===== config.mk =====
export PLATFORM = sky130hd
export DESIGN_NAME = hbus_cfg_capture
export DESIGN_NICKNAME = d
export VERILOG_FILES = /design/src/rtl/hbus_pkg.sv /design/src/rtl/hbus_in_sync.sv /design/src/rtl/hbus_cfg_ctrl.sv /design/src/rtl/hbus_addr_dec.sv /design/src/rtl/hbus_handshake.sv /design/src/rtl/hbus_cfg_capture.sv
export SDC_FILE = /design/constraint.sdc
export NUM_CORES = 1
export LEC_CHECK = 0
export BUFFER_PORTS_ARGS = -buffer_cell sky130_fd_sc_hd__clkbuf_2
export CORE_UTILIZATION = 58
export CTS_CLUSTER_DIAMETER = 60
export DETAILED_ROUTE_END_ITERATION = 6
export PLACE_DENSITY = 0.76
export RECOVER_POWER = 50
export SYNTH_ARGS = -nofsm -noshare
export SYNTH_HDL_FRONTEND = slang
export SYNTH_HIERARCHICAL = 1
export SYNTH_SLANG_ARGS = --single-unit

===== constraint.sdc =====
create_clock -name clk -period 2.6 [get_ports clk]
set_clock_uncertainty 0.05 [all_clocks]
set_input_delay 0.39 -clock clk [delete_from_list [all_inputs] [get_ports clk]]
set_output_delay 0.39 -clock clk [all_outputs]
set_load 0.05 [all_outputs]

===== src/rtl/hbus_pkg.sv =====
package hbus_pkg;
  // positions of the synchronized strobe bits
  localparam int S_CS     = 0;
  localparam int S_AS     = 1;
  localparam int S_DS     = 2;
  localparam int S_RD     = 3;
  localparam int S_WR     = 4;
  localparam int S_IACK   = 5;
  localparam int N_STROBE = 6;

  // configuration word fields whose position is decoded here
  localparam int CFG_SEP_BIT  = 15;
  localparam int CFG_WIDE_BIT = 14;

  typedef enum logic [1:0] {
    DEC_MUX        = 2'd0,
    DEC_SEP_STROBE = 2'd1,
    DEC_SEP_AS     = 2'd2
  } dec_mode_e;
endpackage


===== src/rtl/hbus_in_sync.sv =====
module hbus_in_sync #(
  parameter int           W       = 1,
  parameter int           STAGES  = 2,
  parameter logic [W-1:0] RST_VAL = '0
) (
  input  logic         clk,
  input  logic         rst,
  input  logic [W-1:0] din,
  output logic [W-1:0] lvl,
  output logic [W-1:0] fall,
  output logic [W-1:0] rise
);
  logic [STAGES-1:0][W-1:0] pipe;
  logic [W-1:0]             prev;

  always_ff @(posedge clk) begin
    if (rst) begin
      for (int i = 0; i < STAGES; i++) pipe[i] <= RST_VAL;
      prev <= RST_VAL;
    end else begin
      for (int i = STAGES - 1; i > 0; i--) pipe[i] <= pipe[i-1];
      pipe[0] <= din;
      prev    <= pipe[STAGES-1];
    end
  end

  assign lvl  = pipe[STAGES-1];
  assign fall = prev & ~lvl;
  assign rise = ~prev & lvl;

  a_r1_no_edge_in_reset: assert property (@(posedge clk) rst |=> (fall == '0 && rise == '0));
endmodule


===== src/rtl/hbus_cfg_ctrl.sv =====
module hbus_cfg_ctrl
  import hbus_pkg::*;
#(
  parameter int DATA_W = 16
) (
  input  logic              clk,
  input  logic              rst,
  input  logic              cs_act,
  input  logic              wr_fall,
  input  logic              as_fall,
  input  logic              hs_sel_lvl,
  input  logic [DATA_W-1:0] bus,
  output logic              cfg_valid,
  output logic              wait_mode,
  output dec_mode_e         dec_mode
);
  logic [DATA_W-1:0] cfg_q;
  logic              as_seen;
  logic              sep_en;

  always_ff @(posedge clk) begin
    if (rst) begin
      cfg_q     <= '0;
      cfg_valid <= 1'b0;
      wait_mode <= 1'b0;
      as_seen   <= 1'b0;
    end else if (!cfg_valid) begin
      if (as_fall) as_seen <= 1'b1;
      if (cs_act && wr_fall) begin
        cfg_q     <= bus;
        wait_mode <= hs_sel_lvl;
        cfg_valid <= 1'b1;
      end
    end
  end

  assign sep_en = cfg_q[CFG_SEP_BIT] & ~cfg_q[CFG_WIDE_BIT];

  always_comb begin
    if (!sep_en)      dec_mode = DEC_MUX;
    else if (as_seen) dec_mode = DEC_SEP_AS;
    else              dec_mode = DEC_SEP_STROBE;
  end

  a_r1_reset_clears: assert property (@(posedge clk) rst |=> (!cfg_valid && !as_seen && cfg_q == '0));
  a_r2_valid_sticky: assert property (@(posedge clk) disable iff (rst) cfg_valid |=> cfg_valid);
  a_r2_word_frozen:  assert property (@(posedge clk) disable iff (rst) cfg_valid |=> $stable(cfg_q));
  a_r4_mode_frozen:  assert property (@(posedge clk) disable iff (rst) cfg_valid |=> $stable(wait_mode));
  a_r11_seen_frozen: assert property (@(posedge clk) disable iff (rst) cfg_valid |=> $stable(as_seen));
  a_r11_seen_sticky: assert property (@(posedge clk) disable iff (rst) as_seen |=> as_seen);
endmodule


===== src/rtl/hbus_addr_dec.sv =====
module hbus_addr_dec
  import hbus_pkg::*;
#(
  parameter int DATA_W = 16,
  parameter int ADDR_W = 5
) (
  input  logic              clk,
  input  logic              rst,
  input  logic              cfg_valid,
  input  dec_mode_e         dec_mode,
  input  logic              cs_act,
  input  logic              as_rise,
  input  logic              dstrb_fall,
  input  logic [DATA_W-1:0] bus,
  output logic [ADDR_W-1:0] reg_addr,
  output logic              byte_hi
);
  localparam int SEP_LSB = DATA_W / 2;
  localparam int SEP_MSB = SEP_LSB + ADDR_W;

  logic              take_low;
  logic              take_high;
  logic [ADDR_W-1:0] low_addr;
  logic [ADDR_W-1:0] high_addr;

  assign low_addr  = bus[ADDR_W:1];
  assign high_addr = bus[SEP_MSB:SEP_LSB+1];

  always_comb begin
    take_low  = 1'b0;
    take_high = 1'b0;
    if (cfg_valid) begin
      unique case (dec_mode)
        DEC_MUX:        take_low  = as_rise;
        DEC_SEP_AS:     take_high = as_rise;
        DEC_SEP_STROBE: take_high = cs_act & dstrb_fall;
        default:        ;
      endcase
    end
  end

  always_ff @(posedge clk) begin
    if (rst) begin
      reg_addr <= '0;
      byte_hi  <= 1'b0;
    end else if (take_low) begin
      reg_addr <= low_addr;
      byte_hi  <= bus[0];
    end else if (take_high) begin
      reg_addr <= high_addr;
      byte_hi  <= bus[SEP_LSB];
    end
  end

  a_r3_no_early_decode: assert property (@(posedge clk) disable iff (rst)
    !cfg_valid |-> (reg_addr == '0 && !byte_hi));
  a_r7_mux_latch: assert property (@(posedge clk) disable iff (rst)
    (cfg_valid && dec_mode == DEC_MUX && as_rise) |=> reg_addr == $past(bus[ADDR_W:1]));
  a_r10_strobes_ignored: assert property (@(posedge clk) disable iff (rst)
    (dec_mode == DEC_SEP_AS && !as_rise) |=> $stable(reg_addr));
  a_r9_as_ignored: assert property (@(posedge clk) disable iff (rst)
    (dec_mode == DEC_SEP_STROBE && !dstrb_fall) |=> $stable(reg_addr));
endmodule


===== src/rtl/hbus_handshake.sv =====
module hbus_handshake #(
  parameter int WAIT_CYCLES = 3
) (
  input  logic clk,
  input  logic rst,
  input  logic cfg_valid,
  input  logic wait_mode,
  input  logic reg_acc,
  input  logic iack,
  output logic wait_rdy_n
);
  localparam int CNT_W = $clog2(WAIT_CYCLES + 2);

  logic wait_hold;

  generate
    if (WAIT_CYCLES > 0) begin : g_wait_cnt
      logic [CNT_W-1:0] cnt;
      always_ff @(posedge clk) begin
        if (rst || !iack) cnt <= '0;
        else if (cnt < CNT_W'(WAIT_CYCLES)) cnt <= cnt + 1'b1;
      end
      assign wait_hold = iack && (cnt < CNT_W'(WAIT_CYCLES));
      a_r6_cnt_bounded: assert property (@(posedge clk) disable iff (rst)
        cnt <= CNT_W'(WAIT_CYCLES));
    end else begin : g_no_wait
      assign wait_hold = 1'b0;
    end
  endgenerate

  always_ff @(posedge clk) begin
    if (rst) begin
      wait_rdy_n <= 1'b1;
    end else if (!cfg_valid) begin
      wait_rdy_n <= 1'b1;
    end else if (wait_mode) begin
      wait_rdy_n <= ~wait_hold;
    end else begin
      wait_rdy_n <= ~(reg_acc | iack);
    end
  end

  a_r6_access_ignored: assert property (@(posedge clk) disable iff (rst)
    (cfg_valid && wait_mode && !iack) |=> wait_rdy_n);
  a_r5_ack_drives: assert property (@(posedge clk) disable iff (rst)
    (cfg_valid && !wait_mode && (reg_acc || iack)) |=> !wait_rdy_n);
  a_r5_idle_high: assert property (@(posedge clk) disable iff (rst)
    !cfg_valid |=> wait_rdy_n);
endmodule


===== src/rtl/hbus_cfg_capture.sv =====
module hbus_cfg_capture
  import hbus_pkg::*;
#(
  parameter int DATA_W      = 16,
  parameter int ADDR_W      = 5,
  parameter int SYNC_STAGES = 2,
  parameter int WAIT_CYCLES = 3
) (
  input  logic              clk,
  input  logic              rst,
  input  logic              cs_n,
  input  logic              as_n,
  input  logic              ds_n,
  input  logic              rd_n,
  input  logic              wr_n,
  input  logic              iack_n,
  input  logic              hs_sel,
  input  logic [DATA_W-1:0] ad,
  output logic [ADDR_W-1:0] reg_addr,
  output logic              byte_hi,
  output logic              cfg_valid,
  output logic              wait_rdy_n
);
  localparam int BUS_W = DATA_W + 1;

  logic [N_STROBE-1:0] strb_raw, strb_lvl, strb_asrt, strb_deas;
  logic [BUS_W-1:0]    bus_raw, bus_lvl, bus_fall_nc, bus_rise_nc;
  logic [DATA_W-1:0]   bus;
  logic                hs_sel_lvl;
  logic                cs_act, reg_acc, iack, dstrb_fall, wait_mode;
  dec_mode_e           dec_mode;

  always_comb begin
    strb_raw         = '1;
    strb_raw[S_CS]   = cs_n;
    strb_raw[S_AS]   = as_n;
    strb_raw[S_DS]   = ds_n;
    strb_raw[S_RD]   = rd_n;
    strb_raw[S_WR]   = wr_n;
    strb_raw[S_IACK] = iack_n;
  end

  assign bus_raw = {hs_sel, ad};

  // active-low strobes: a falling level is an assertion
  hbus_in_sync #(.W(N_STROBE), .STAGES(SYNC_STAGES), .RST_VAL('1)) u_strb_sync (
    .clk(clk), .rst(rst), .din(strb_raw),
    .lvl(strb_lvl), .fall(strb_asrt), .rise(strb_deas)
  );

  hbus_in_sync #(.W(BUS_W), .STAGES(SYNC_STAGES), .RST_VAL('0)) u_bus_sync (
    .clk(clk), .rst(rst), .din(bus_raw),
    .lvl(bus_lvl), .fall(bus_fall_nc), .rise(bus_rise_nc)
  );

  assign bus        = bus_lvl[DATA_W-1:0];
  assign hs_sel_lvl = bus_lvl[DATA_W];
  assign cs_act     = ~strb_lvl[S_CS];
  assign iack       = ~strb_lvl[S_IACK];
  assign reg_acc    = cs_act & (~strb_lvl[S_DS] | ~strb_lvl[S_RD] | ~strb_lvl[S_WR]);
  assign dstrb_fall = strb_asrt[S_DS] | strb_asrt[S_RD] | strb_asrt[S_WR];

  hbus_cfg_ctrl #(.DATA_W(DATA_W)) u_cfg (
    .clk(clk), .rst(rst), .cs_act(cs_act), .wr_fall(strb_asrt[S_WR]),
    .as_fall(strb_asrt[S_AS]), .hs_sel_lvl(hs_sel_lvl), .bus(bus),
    .cfg_valid(cfg_valid), .wait_mode(wait_mode), .dec_mode(dec_mode)
  );

  hbus_addr_dec #(.DATA_W(DATA_W), .ADDR_W(ADDR_W)) u_dec (
    .clk(clk), .rst(rst), .cfg_valid(cfg_valid), .dec_mode(dec_mode),
    .cs_act(cs_act), .as_rise(strb_deas[S_AS]), .dstrb_fall(dstrb_fall),
    .bus(bus), .reg_addr(reg_addr), .byte_hi(byte_hi)
  );

  hbus_handshake #(.WAIT_CYCLES(WAIT_CYCLES)) u_hs (
    .clk(clk), .rst(rst), .cfg_valid(cfg_valid), .wait_mode(wait_mode),
    .reg_acc(reg_acc), .iack(iack), .wait_rdy_n(wait_rdy_n)
  );
endmodule


Yosys cells after proc, flatten, opt, wreduce, memory -nomap -nowiden
Cells that the tools add are included.
Storage, ports and cells
  bits of input ports: 25
  logic and storage cells: 59
  register bits after elaboration: 80
  output and inout port bits: 8
Operators by class
  reduce and logical (&&, ||, !) cells: 8
  add/subtract/negate cells: 1
  equal/unequal tests: 2
  muxes and demuxes: 13
  order comparisons: 1
  bitwise gates (word level): 21
Operator list (number)
  5-bit 2-to-1 mux: 2
  1-bit NOT: 9
  1-bit 2-to-1 mux: 8
  5-bit AND: 1
  5-bit NOT: 1
  1-bit bitwise OR: 5
  2-bit 2-to-1 mux: 2
  2-bit AND reduction: 2
  3-bit by 1-bit adder with 3-bit output (second input constant): 1
  1-bit AND: 3
  3-bit by 2-bit < comparator with 1-bit output (second input constant): 1
  2-bit AND: 1
  2-bit by 1-bit == test with 1-bit output (second input constant): 1
  2-bit == test (second input constant): 1
  1-bit logical AND: 2
  2-bit zero test: 1
  2-bit NOT: 1
  1-bit one-hot mux with 2 select lines: 1
  2-bit nonzero test: 1
  2-bit OR reduction: 1
  1-bit logical OR: 1

Longest topological paths before layout
  depth in word-level cells: 9
  mapped depth: 8
  mapped depth without buffers: 7

Cells and area by module
The synthesis kept the hierarchy.
By module, submodules not included
  hbus_in_sync at u_bus_sync: area each 1705.4 µm², sequential area each 1021.0 µm², cells each 158, times used 1
  hbus_in_sync at u_strb_sync: area each 604.3 µm², sequential area each 360.3 µm², cells each 55, times used 1
  hbus_addr_dec: area each 401.6 µm², sequential area each 120.1 µm², cells each 44, times used 1
  hbus_cfg_ctrl: area each 226.5 µm², sequential area each 100.1 µm², cells each 23, times used 1
  hbus_handshake: area each 170.2 µm², sequential area each 80.1 µm², cells each 19, times used 1
  hbus_cfg_capture: area each 20.0 µm², sequential area each 0.0 µm², cells each 4, times used 1

Worst setup path before layout
OpenSTA, ideal clock, no wires.
  path type: flip-flop to flip-flop
  from: register u_cfg.as_seen
  to: register u_dec.byte_hi
  clock period less this slack: 1843 ps
  buffers on the path: 1
  setup slack: 757 ps
  library setup time: 91 ps
  arrival time: 1702 ps
  data required time: 2459 ps
  stages on the path, launching flop included: 9
  cell sequence: dfxtp_1 inv_1 nor3b_1 inv_1 ha_1 buf_6 a21o_4 a22o_4 a311oi_1
On the way
  longest elaborated chain between the ends: 6
  elaborated cells on any way between the ends: 11
  those cells by class: eq/ne (2); mux (7); reduce/logical (2)
Ends and longest elaborated chain
  from (decl): RTL line hbus_cfg_ctrl.sv:18  | logic as_seen;
  from (signal assigned): RTL line hbus_cfg_ctrl.sv:26  | as_seen <= 1'b0;
  from (signal assigned): RTL line hbus_cfg_ctrl.sv:28  | if (as_fall) as_seen <= 1'b1;
  2-bit 2-to-1 mux *: RTL line hbus_cfg_ctrl.sv:41  | else if (as_seen) dec_mode = DEC_SEP_AS;
  2-bit 2-to-1 mux *: RTL line hbus_cfg_ctrl.sv:40  | if (!sep_en) dec_mode = DEC_MUX;
  net dec_mode[1]: RTL line hbus_cfg_capture.sv:31  | dec_mode_e dec_mode;
  2-bit by 1-bit == test with 1-bit output, or another cell as far along: RTL line hbus_addr_dec.sv:33  | unique case (dec_mode)
  1-bit one-hot mux with 2 select lines / 1-bit 2-to-1 mux (equally long branches): RTL line hbus_addr_dec.sv:33
  1-bit 2-to-1 mux: RTL line hbus_addr_dec.sv:32  | if (cfg_valid) begin
  2-bit nonzero test (no source line) / 1-bit 2-to-1 mux (equally long branches)
  to (signal assigned): RTL line hbus_addr_dec.sv:48  | byte_hi <= bus[0];
  to (signal assigned): RTL line hbus_addr_dec.sv:51  | byte_hi <= bus[SEP_LSB];
  to (decl): RTL line hbus_addr_dec.sv:16  | output logic byte_hi
Mark *: on every way through the listed nets, which the timed path passes. The rest lies on a longest branch.
A chain may end at the register's enable or synchronous reset.

Worst setup path after layout
  from: register u_cfg.as_seen
  to: register u_dec.reg_addr[1]
On the way
  longest elaborated chain between the ends: 6
  elaborated cells on any way between the ends: 11
  those cells by class: eq/ne (2); mux (7); reduce/logical (2)
Ends and longest elaborated chain
  2-bit 2-to-1 mux *: RTL line hbus_cfg_ctrl.sv:41
  2-bit 2-to-1 mux *: RTL line hbus_cfg_ctrl.sv:40
  net dec_mode[1]: RTL line hbus_cfg_capture.sv:31
  2-bit by 1-bit == test with 1-bit output, or another cell as far along: RTL line hbus_addr_dec.sv:33
  1-bit one-hot mux with 2 select lines / 1-bit 2-to-1 mux (equally long branches): RTL line hbus_addr_dec.sv:33
  1-bit 2-to-1 mux: RTL line hbus_addr_dec.sv:32
  2-bit nonzero test (no source line) / 5-bit 2-to-1 mux (equally long branches)
  to (signal assigned): RTL line hbus_addr_dec.sv:47  | reg_addr <= low_addr;
  to (signal assigned): RTL line hbus_addr_dec.sv:50  | reg_addr <= high_addr;
  to (decl): RTL line hbus_addr_dec.sv:15  | output logic [ADDR_W-1:0] reg_addr,
Marked as above.

==> flow_summary.yaml <==
route:
  drtAntennaViolNets: 0
  drt_iter0_drc: 51
  wl_um: 3150
  route.detailed.drc: 0
  dr.pass1.iters: 4
  viasPerCell: 4.92
  post_drt_wl_per_cell_um: 11.4
  vias: 1359
layout:
  fin_util_pct: 67.1
  layout_commonest_cell: "dfxtp_1"
  area.growth.synth_to_final_pct: 10.4
  stdcell_count: 276
  layout.nets: 252
  drive_above_1_share_pct: 20.6
  diodes: 0
  final_cell_mix: "dfxtp_1 (61), nor2b_1 (36), clkbuf_2 (29), or2_1 (16), clkbuf_8 (13)"
pwr:
  power.total_mw: 2.01
  ir_drop_mv: 0.642
  p_leak_nw: 0.995
  cellPowerDensity_nw_per_um2: 814
yosys:
  netlist_instances: 212
  avgSynthCellArea_um2: 10.6
  yosysWarningCount: 6
  synth_nets: 241
  netlist_area_um2: 2240
sta:
  fin_setup_tns_ns: 0
  rsz0062_at_grt: "no"
  period_needed_ns: 2.16
  max_freq_mhz: 463
  period_share_pct: 83.0
  finalSetupViolCount: 0
  slew_violations: 62
  relSlewSlack_pct: -36.4
  hold_violations: 0
  tightest_slew_ns: 2.05
setup_path:
  cp_slowest_stage_delay_ns: 0.41
  worstPathArrival_ns: 2.30
  path_buf_inv: 2
  crit_path_end_kind: "register"
  critical_path.startpoint_type: "register"
  required_ns: 2.74
  crit_fanout: 8
  cpMostUsedCell: "inv_1"
  slowest_stage: "ha_1"
  crit_family: "compound AO/OA/AOI/OAI gates"
  worstPathCellList: "inv_1 > nor3b_1 > inv_1 > ha_1 > a21o_4 > a22o_4 > a311oi_1"
  critPathKind: "register to register"
placed_design:
  dp_hpwl_um: 2180
  gp_congestion: 0.790
  dp.cells: 260
  portBuffers: 30
clocking:
  clk_pin_slew_ns: 0.06
  cts_sinks: 61
  cts_tree: "built"
  ctsHoldBuffers: 0
  cts_root_buf: "clkbuf_8"
  post_cts_buffers: 0
  numCtsBuffers: 9
  clock_latency_ns: 0.32
  clockBufferDepth: 2
  cts_htree_levels: 3
  ctsResizeCount: 0
grt:
  grt_pass1_wl_um: 5200
  grt_antenna_before_repair: 0
  grt_max_degree: 62
  grt_usage_pct: 16.8
  first_global_vias: 1268
  grt-ovfl-total: 0
floorplan:
  num_rows: 22
  coreArea_um2: 3690
  die-area_um2: 4110
  start_util_pct: 60.7
  fp.dieW_um: 64.1
  die_y_um: 64.1
  ios: 33
min_path:
  hp-class: "primary input to register"
status:
  outcome: "complete, but fails checks"
  violations: "capacitance limit, slew limit"
run:
  maxCapViolations: 1
[final timing paths]
path | startpoint | endpoint | slack [ns] | depth (start not counted)
min reg2reg | u_strb_sync/pipe[0] | u_strb_sync/lvl[0] | 0.35 | 1
max reg2reg | u_cfg/as_seen | u_dec/reg_addr[1] | 0.44 | 7
min | iack_n | u_strb_sync/pipe[5] | 0.19 | 2
max | u_cfg/as_seen | u_dec/reg_addr[1] | 0.44 | 7
[per-layer routing]
layer / vias to the layer above / part of all wire [%] / track usage (%)
met1: 617 / 46 / 18.3
met3: 7 / 4.6 / 5.18
met5: - / 0 / 0
met2: 34 / 48 / 28.5
met4: 0 / 2.0 / 10.0
li1: 701 / - / -
[power by group]
part	switching, mW	total (mW)	internal, mW
clock network	0.328	0.971	0.643
logic	0.0283	0.0630	0.0347
registers	0.0100	0.979	0.969
[worst register-to-register path, stage by stage (launching register included)]
cell      delay, ns
dfxtp_1        0.35
inv_1          0.06
nor3b_1        0.26
inv_1          0.11
ha_1           0.41
a21o_4         0.27
a22o_4         0.25
a311oi_1       0.27
[flip-flops by register name (all words and copies together), names as in the netlist]
signal	cells
u_strb_sync/lvl	6
u_cfg/as_seen	1
u_bus_sync/pipe	15
u_cfg/cfg_q	2
u_dec/reg_addr	5
u_strb_sync/pipe	6
u_bus_sync/lvl	15
u_hs/wait_rdy_n	1
u_cfg/wait_mode	1
u_cfg/cfg_valid	1
u_hs/g_wait_cnt.cnt	3
u_strb_sync/prev	4
u_dec/byte_hi	1
[cell type report]
type	instances	area, um2
clock buffers	13	179
clock inverters	3	65.1
fillers	314	1210
inverters	6	22.5
multi-input cells	115	777
flip-flops and latches	61	1220
well taps	48	60.1
repair buffers	30	149
[per-stage QoR]
step	setup WS (ns)	hold slack [ns]	instance area [um2]
6_report	0.441	0.190	2470
5_1_grt	0.208	0.178	2470
4_1_cts	0.471	0.178	2470
3_5_place_dp	0.497	0.341	2230
3_3_place_gp	0.634	0.336	2230
2_1_floorplan	0.757	0.333	2240
Power figures use the tool's default switching activity.
